[config.mk]
export PLATFORM = sky130hd
export DESIGN_NAME = idx_agu
export DESIGN_NICKNAME = d
export VERILOG_FILES = /design/src/rtl/idx_agu_pkg.sv /design/src/rtl/idx_ptr_cell.sv /design/src/rtl/idx_ea_adder.sv /design/src/rtl/idx_agu.sv
export SDC_FILE = /design/constraint.sdc
export NUM_CORES = 1
export LEC_CHECK = 0
export BUFFER_PORTS_ARGS = -buffer_cell sky130_fd_sc_hd__buf_4
export CELL_PAD_IN_SITES_DETAIL_PLACEMENT = 1
export CELL_PAD_IN_SITES_GLOBAL_PLACEMENT = 1
export CORE_MARGIN = 2
export CORE_UTILIZATION = 40
export CTS_CLUSTER_DIAMETER = 120
export DETAILED_ROUTE_END_ITERATION = 16
export PLACE_DENSITY_LB_ADDON = 0.1
export SYNTH_ARGS = -nofsm -noshare
export SYNTH_HDL_FRONTEND = slang
export SYNTH_HIERARCHICAL = 1
export SYNTH_SLANG_ARGS = --single-unit
export TNS_END_PERCENT = 1
[constraint.sdc]
create_clock -name clk -period 18.5 [get_ports clk]
set_input_delay 4.625 -clock clk [delete_from_list [all_inputs] [get_ports clk]]
set_output_delay 4.625 -clock clk [all_outputs]
set_load 0.03 [all_outputs]
[src/rtl/idx_agu_pkg.sv]
package idx_agu_pkg;

    localparam int unsigned PTR_W  = 16;
    localparam int unsigned OFS_W  = 8;
    localparam int unsigned NUM_PTR = 2;
    localparam int unsigned HALF_W = PTR_W / 2;
    localparam int unsigned SEL_W  = (NUM_PTR > 1) ? $clog2(NUM_PTR) : 1;

    typedef logic [PTR_W-1:0] ptr_t;
    typedef logic [OFS_W-1:0] ofs_t;

    typedef enum logic [1:0] {
        CMD_HOLD = 2'b00,
        CMD_LOAD = 2'b01,
        CMD_INC  = 2'b10,
        CMD_DEC  = 2'b11
    } cmd_e;

    typedef struct packed {
        logic [HALF_W-1:0] hi;
        logic [HALF_W-1:0] lo;
    } ptr_split_t;

    function automatic ptr_t sext_ofs(input ofs_t o);
        return {{(PTR_W-OFS_W){o[OFS_W-1]}}, o};
    endfunction

endpackage

[src/rtl/idx_ptr_cell.sv]
module idx_ptr_cell
    import idx_agu_pkg::*;
(
    input  logic clk,
    input  logic rst,
    input  logic en,
    input  cmd_e cmd,
    input  ptr_t imm,
    output ptr_t q
);

    ptr_t nxt;

    always_comb begin
        nxt = q;
        if (en) begin
            unique case (cmd)
                CMD_LOAD: nxt = imm;
                CMD_INC:  nxt = q + ptr_t'(1);
                CMD_DEC:  nxt = q - ptr_t'(1);
                default:  nxt = q;
            endcase
        end
    end

    always_ff @(posedge clk) begin
        if (rst) q <= '0;
        else     q <= nxt;
    end


    a_r1_reset_clear: assert property (@(posedge clk) rst |=> (q == '0));


    a_r2_load_imm: assert property (@(posedge clk) disable iff (rst)
        (en && cmd == CMD_LOAD) |=> (q == $past(imm)));


    a_r3_step_up: assert property (@(posedge clk) disable iff (rst)
        (en && cmd == CMD_INC) |=> (q == ptr_t'($past(q) + 1'b1)));


    a_r4_step_down: assert property (@(posedge clk) disable iff (rst)
        (en && cmd == CMD_DEC) |=> (q == ptr_t'($past(q) - 1'b1)));


    a_r5_hold_stable: assert property (@(posedge clk) disable iff (rst)
        (!en || cmd == CMD_HOLD) |=> $stable(q));

endmodule

[src/rtl/idx_ea_adder.sv]
module idx_ea_adder
    import idx_agu_pkg::*;
(
    input  ptr_t base,
    input  ofs_t ofs,
    output ptr_t ea
);

    ptr_split_t        b;
    ptr_split_t        r;
    logic [HALF_W:0]   lo_sum;
    logic              cy;
    logic              neg;

    assign b = base;
    assign neg = ofs[OFS_W-1];

    always_comb begin
        lo_sum = {1'b0, b.lo} + {1'b0, ofs};
        cy     = lo_sum[HALF_W];
        r.lo   = lo_sum[HALF_W-1:0];
        if (neg) begin
            // borrow is the inverted carry of the low add
            r.hi = b.hi - {{(HALF_W-1){1'b0}}, ~cy};
        end else begin
            r.hi = b.hi + {{(HALF_W-1){1'b0}}, cy};
        end
    end

    assign ea = r;

endmodule

[src/rtl/idx_agu.sv]
module idx_agu
    import idx_agu_pkg::*;
(
    input  logic        clk,
    input  logic        rst,
    input  logic        sel,
    input  logic [1:0]  op,
    input  logic [15:0] imm,
    input  logic [7:0]  disp,
    output logic [15:0] ea,
    output logic [15:0] idx0,
    output logic [15:0] idx1
);

    ptr_t ptr_q [NUM_PTR];
    ptr_t base;
    cmd_e cmd;

    assign cmd = cmd_e'(op);

    for (genvar g = 0; g < NUM_PTR; g++) begin : g_ptr
        idx_ptr_cell u_cell (
            .clk (clk),
            .rst (rst),
            .en  (SEL_W'(sel) == SEL_W'(g)),
            .cmd (cmd),
            .imm (imm),
            .q   (ptr_q[g])
        );
    end

    assign base = ptr_q[sel];

    idx_ea_adder u_adder (
        .base (base),
        .ofs  (disp),
        .ea   (ea)
    );

    assign idx0 = ptr_q[0];
    assign idx1 = ptr_q[1];

    // byte-wise adder agrees with a plain sign-extended 16-bit sum
    a_r7_ea_sum: assert property (@(posedge clk) disable iff (rst)
        ea == ptr_t'((sel ? idx1 : idx0) + sext_ofs(disp)));

    // address offset lies in -128..+127 of the chosen pointer
    a_r9_ofs_window: assert property (@(posedge clk) disable iff (rst)
        ptr_t'(ea - (sel ? idx1 : idx0) + 16'd128) < 16'd256);

endmodule

==> flow_metrics.py <==
metrics = {
    "run_status": {
        "outcome": "finished, final reports clean",
    },
    "logic_synthesis": {
        "netlist_area_mm2": 0.00397,
        "synth_cell_types": 63,
        "synth_edf_count": 0,
        "ys_seq_elements": 32,
        "synthArstFlopShare": 0,
        "avgSynthCellArea_um2": 7.47,
        "synth_ff_type": "dfxtp_1",
        "ys_seq_area_frac": 0.161,
        "yosys_warnings": 6,
        "syn-num-nets": 581,
        "synth_cells": 532,
    },
    "global_routing": {
        "gr-total-overflow": 0,
        "grt_usage": 0.263,
        "grt_max_degree": 65,
        "grt_pass1_vias": 4288,
        "grt_antenna_before_repair": 0,
        "grt_pass1_wl_um": 23100,
    },
    "power": {
        "vdd_ir_drop_max_uv": 33.6,
        "p_switching_w": 0.000138,
        "netSwitchingFraction": 0.434,
        "p_leak_nw": 1.89,
        "power.internal_w": 0.000179,
        "finalPower_w": 0.000317,
        "powerDensity_mw_per_mm2": 69.6,
        "power_frac_seq": 0.284,
        "p_comb_frac": 0.493,
        "clkPwrFrac": 0.223,
    },
    "floorplanning": {
        "num_io_pins": 77,
        "dieArea_mm2": 0.0107,
        "core_mm2": 0.00973,
        "num_rows": 36,
        "die_h_um": 104,
        "initial_core_util": 0.408,
        "die_w_um": 104,
    },
    "clock_network": {
        "path_clk_slew_ps": 90,
        "cts_tree": "built",
        "cts_setup_buffers": 0,
        "hold_buffers": 0,
        "clock_sinks": 32,
        "clock-root-buffer": "clkbuf_8",
        "cts_made_buffers": 5,
        "cts-resized-gates": 0,
        "cts_buffer_depth": 2,
        "insertion_delay_ps": 300,
        "htree_levels": 2,
    },
    "flow_run": {
        "max_cap_viol_count": 0,
    },
    "timing": {
        "skew_ps": 16.9,
        "hold_viol": 0,
        "fin_crit_ps": 13180,
        "fmax_mhz": 75.9,
        "max_slew_margin": 0.477,
        "finalMaxSlewViolations": 0,
        "finalSetupTns_ps": 0,
        "finalSetupViolations": 0,
        "tightest_slew_ps": 785,
        "fin_crit_sh": 0.713,
        "rsz0062_at_grt": "false",
    },
    "drt": {
        "drc_errors": 0,
        "wl_um": 14100,
        "avgViaCountPerCell": 6.11,
        "firstDrtPassIters": 4,
        "ant_nets": 0,
        "num_vias": 4308,
        "drtIter0Drc": 217,
        "avgRoutedWirePerCell_um": 20.0,
    },
    "critical_path": {
        "endpoint_kind": "output port",
        "start_kind": "input port",
        "critPathRequiredTime_ps": 13880,
        "crit_fanout": 22,
        "arrival_ps": 8560,
        "crit_type": "input port to output port",
    },
    "place": {
        "dpl.cell_count": 697,
        "dpl.hpwl_um": 10100,
        "portBuffers": 76,
        "place_congestion": 0.828,
        "placed_cell_area_mm2": 0.00445,
    },
    "layout": {
        "postLayoutCellArea_mm2": 0.00456,
        "fin_cells": 705,
        "layout.nets": 620,
        "diodes": 0,
        "largest_reg_flops": 32,
        "area_growth_pct": 14.7,
        "reg.largest.list": "g_ptr.u_cell/q (32)",
        "regMostFlops": "g_ptr.u_cell/q",
        "drive_above_1_share": 0.229,
    },
    "min_path": {
        "hold_path_class": "flop to flop",
    },
}
## layout make-up
type                       count  area, um^2
fill                        1251        5170
clock inverter                 2        35.0
multi-input combinational    440        3010
inverter                      14        52.6
clock buffer                   6        72.6
sequential                    32         641
timing repair buffer          78         586
tap                          133         166
## cells in the final DEF, fill, tap and decap left out, types with 5 or more instances in the layout
| cell type | instances |
|---|---|
| a22oi_1 | 12 |
| mux2_4 | 11 |
| dfxtp_1 | 32 |
| nor3_1 | 18 |
| a211oi_1 | 5 |
| nand4_1 | 13 |
| a21oi_1 | 35 |
| nand3_1 | 20 |
| or2_2 | 6 |
| o21a_1 | 7 |
| nor2b_1 | 12 |
| nand2b_1 | 10 |
| buf_4 | 78 |
| nor2_1 | 39 |
| ha_1 | 18 |
| inv_1 | 14 |
| mux2_2 | 11 |
| and3_1 | 14 |
| clkbuf_8 | 5 |
| mux2i_1 | 8 |
| a21o_1 | 11 |
| nand2_1 | 51 |
| or3_1 | 12 |
| o21ai_0 | 23 |
| xnor2_1 | 11 |
| a31oi_1 | 8 |
## critical path: stages
cell	delay, ps
buf_4	300
mux2_2	380
ha_1	230
fa_1	420
a21oi_1	180
nor2b_1	90
a31oi_1	270
o21ai_0	150
ha_1	280
inv_1	50
ha_1	150
inv_1	60
fa_1	410
a21o_1	210
a21oi_2	170
o21bai_1	90
a21oi_2	150
xnor2_1	130
buf_4	180
## metrics by stage
stage,setup WS [ps],utilization,hold WS [ps]
finish,5320,0.469,585
global route,5040,0.469,636
CTS,5290,0.469,588
detailed placement,5300,0.458,577
global placement,5450,0.458,557
floorplan,5890,-,627
## cells by family after synthesis
logic type | after synthesis | synth area share
AO/OA/AOI/OAI | 143 | 0.242
XOR/XNOR | 14 | 0.0309
adder cells (fa/ha/maj) | 20 | 0.0668
buffers and inverters | 60 | 0.0822
flip-flops | 32 | 0.161
multiplexers | 30 | 0.0929
AND/OR/NAND/NOR | 233 | 0.324
## metal layers
metal,vias up,routed length [um],share of wire,global-route usage
met3,20,655,0.047,0.0327
met2,115,6500,0.46,0.443
met1,2132,6640,0.47,0.356
met4,0,283,0.020,0.0714
met5,-,0,0,0
li1,2041,-,-,-
## power groups by stage
stage | Clock [W] | Sequential [W] | Combinational [W]
5_1_grt | 0.0000746 | 0.0000917 | 0.000169
2_1_floorplan | 0 | 0.0000905 | 0.000109
4_1_cts | 0.0000719 | 0.0000898 | 0.000157
6_report | 0.0000708 | 0.0000902 | 0.000156
3_3_place_gp | 0 | 0.0000912 | 0.000152
3_5_place_dp | 0 | 0.0000914 | 0.000156
## cells in the mapped netlist, types with 5 or more instances
cell type | instances | area, um^2
nor2_1 | 39 | 146
mux2_4 | 11 | 165
or2_2 | 6 | 37.5
a22oi_1 | 12 | 90.1
o21a_1 | 7 | 52.6
inv_1 | 14 | 52.6
a21oi_1 | 35 | 175
buf_2 | 14 | 70.1
nand2b_1 | 10 | 62.6
nand3_1 | 20 | 100
nand2_1 | 51 | 191
nand4_1 | 13 | 81.3
xnor2_1 | 11 | 96.3
a21o_1 | 11 | 82.6
and3_1 | 14 | 87.6
buf_6 | 7 | 78.8
mux2_2 | 11 | 124
o21ai_0 | 23 | 115
dfxtp_1 | 32 | 641
ha_1 | 18 | 225
mux2i_1 | 8 | 80.1
a31oi_1 | 8 | 50.1
a211oi_1 | 5 | 37.5
or3_1 | 12 | 75.1
nor3_1 | 18 | 90.1
clkbuf_1 | 18 | 67.6
nor2b_1 | 12 | 75.1
## path summary, 6_finish.rpt
| path | endpoint | cells past startpoint | from | slack, ps |
|---|---|---|---|---|
| setup reg to reg | g_ptr[1].u_cell/q[12]$_SDFFE_PP0P_ | 8 | g_ptr[1].u_cell/q[1]$_SDFFE_PP0P_ | 16010 |
| hold / removal | g_ptr[0].u_cell/q[10]$_SDFFE_PP0P_ | 2 | g_ptr[0].u_cell/q[10]$_SDFFE_PP0P_ | 590 |
| hold reg to reg | g_ptr[0].u_cell/q[10]$_SDFFE_PP0P_ | 2 | g_ptr[0].u_cell/q[10]$_SDFFE_PP0P_ | 590 |
| setup / recovery | ea[14] | 19 | sel | 5320 |
Power figures use the tool's default switching activity.
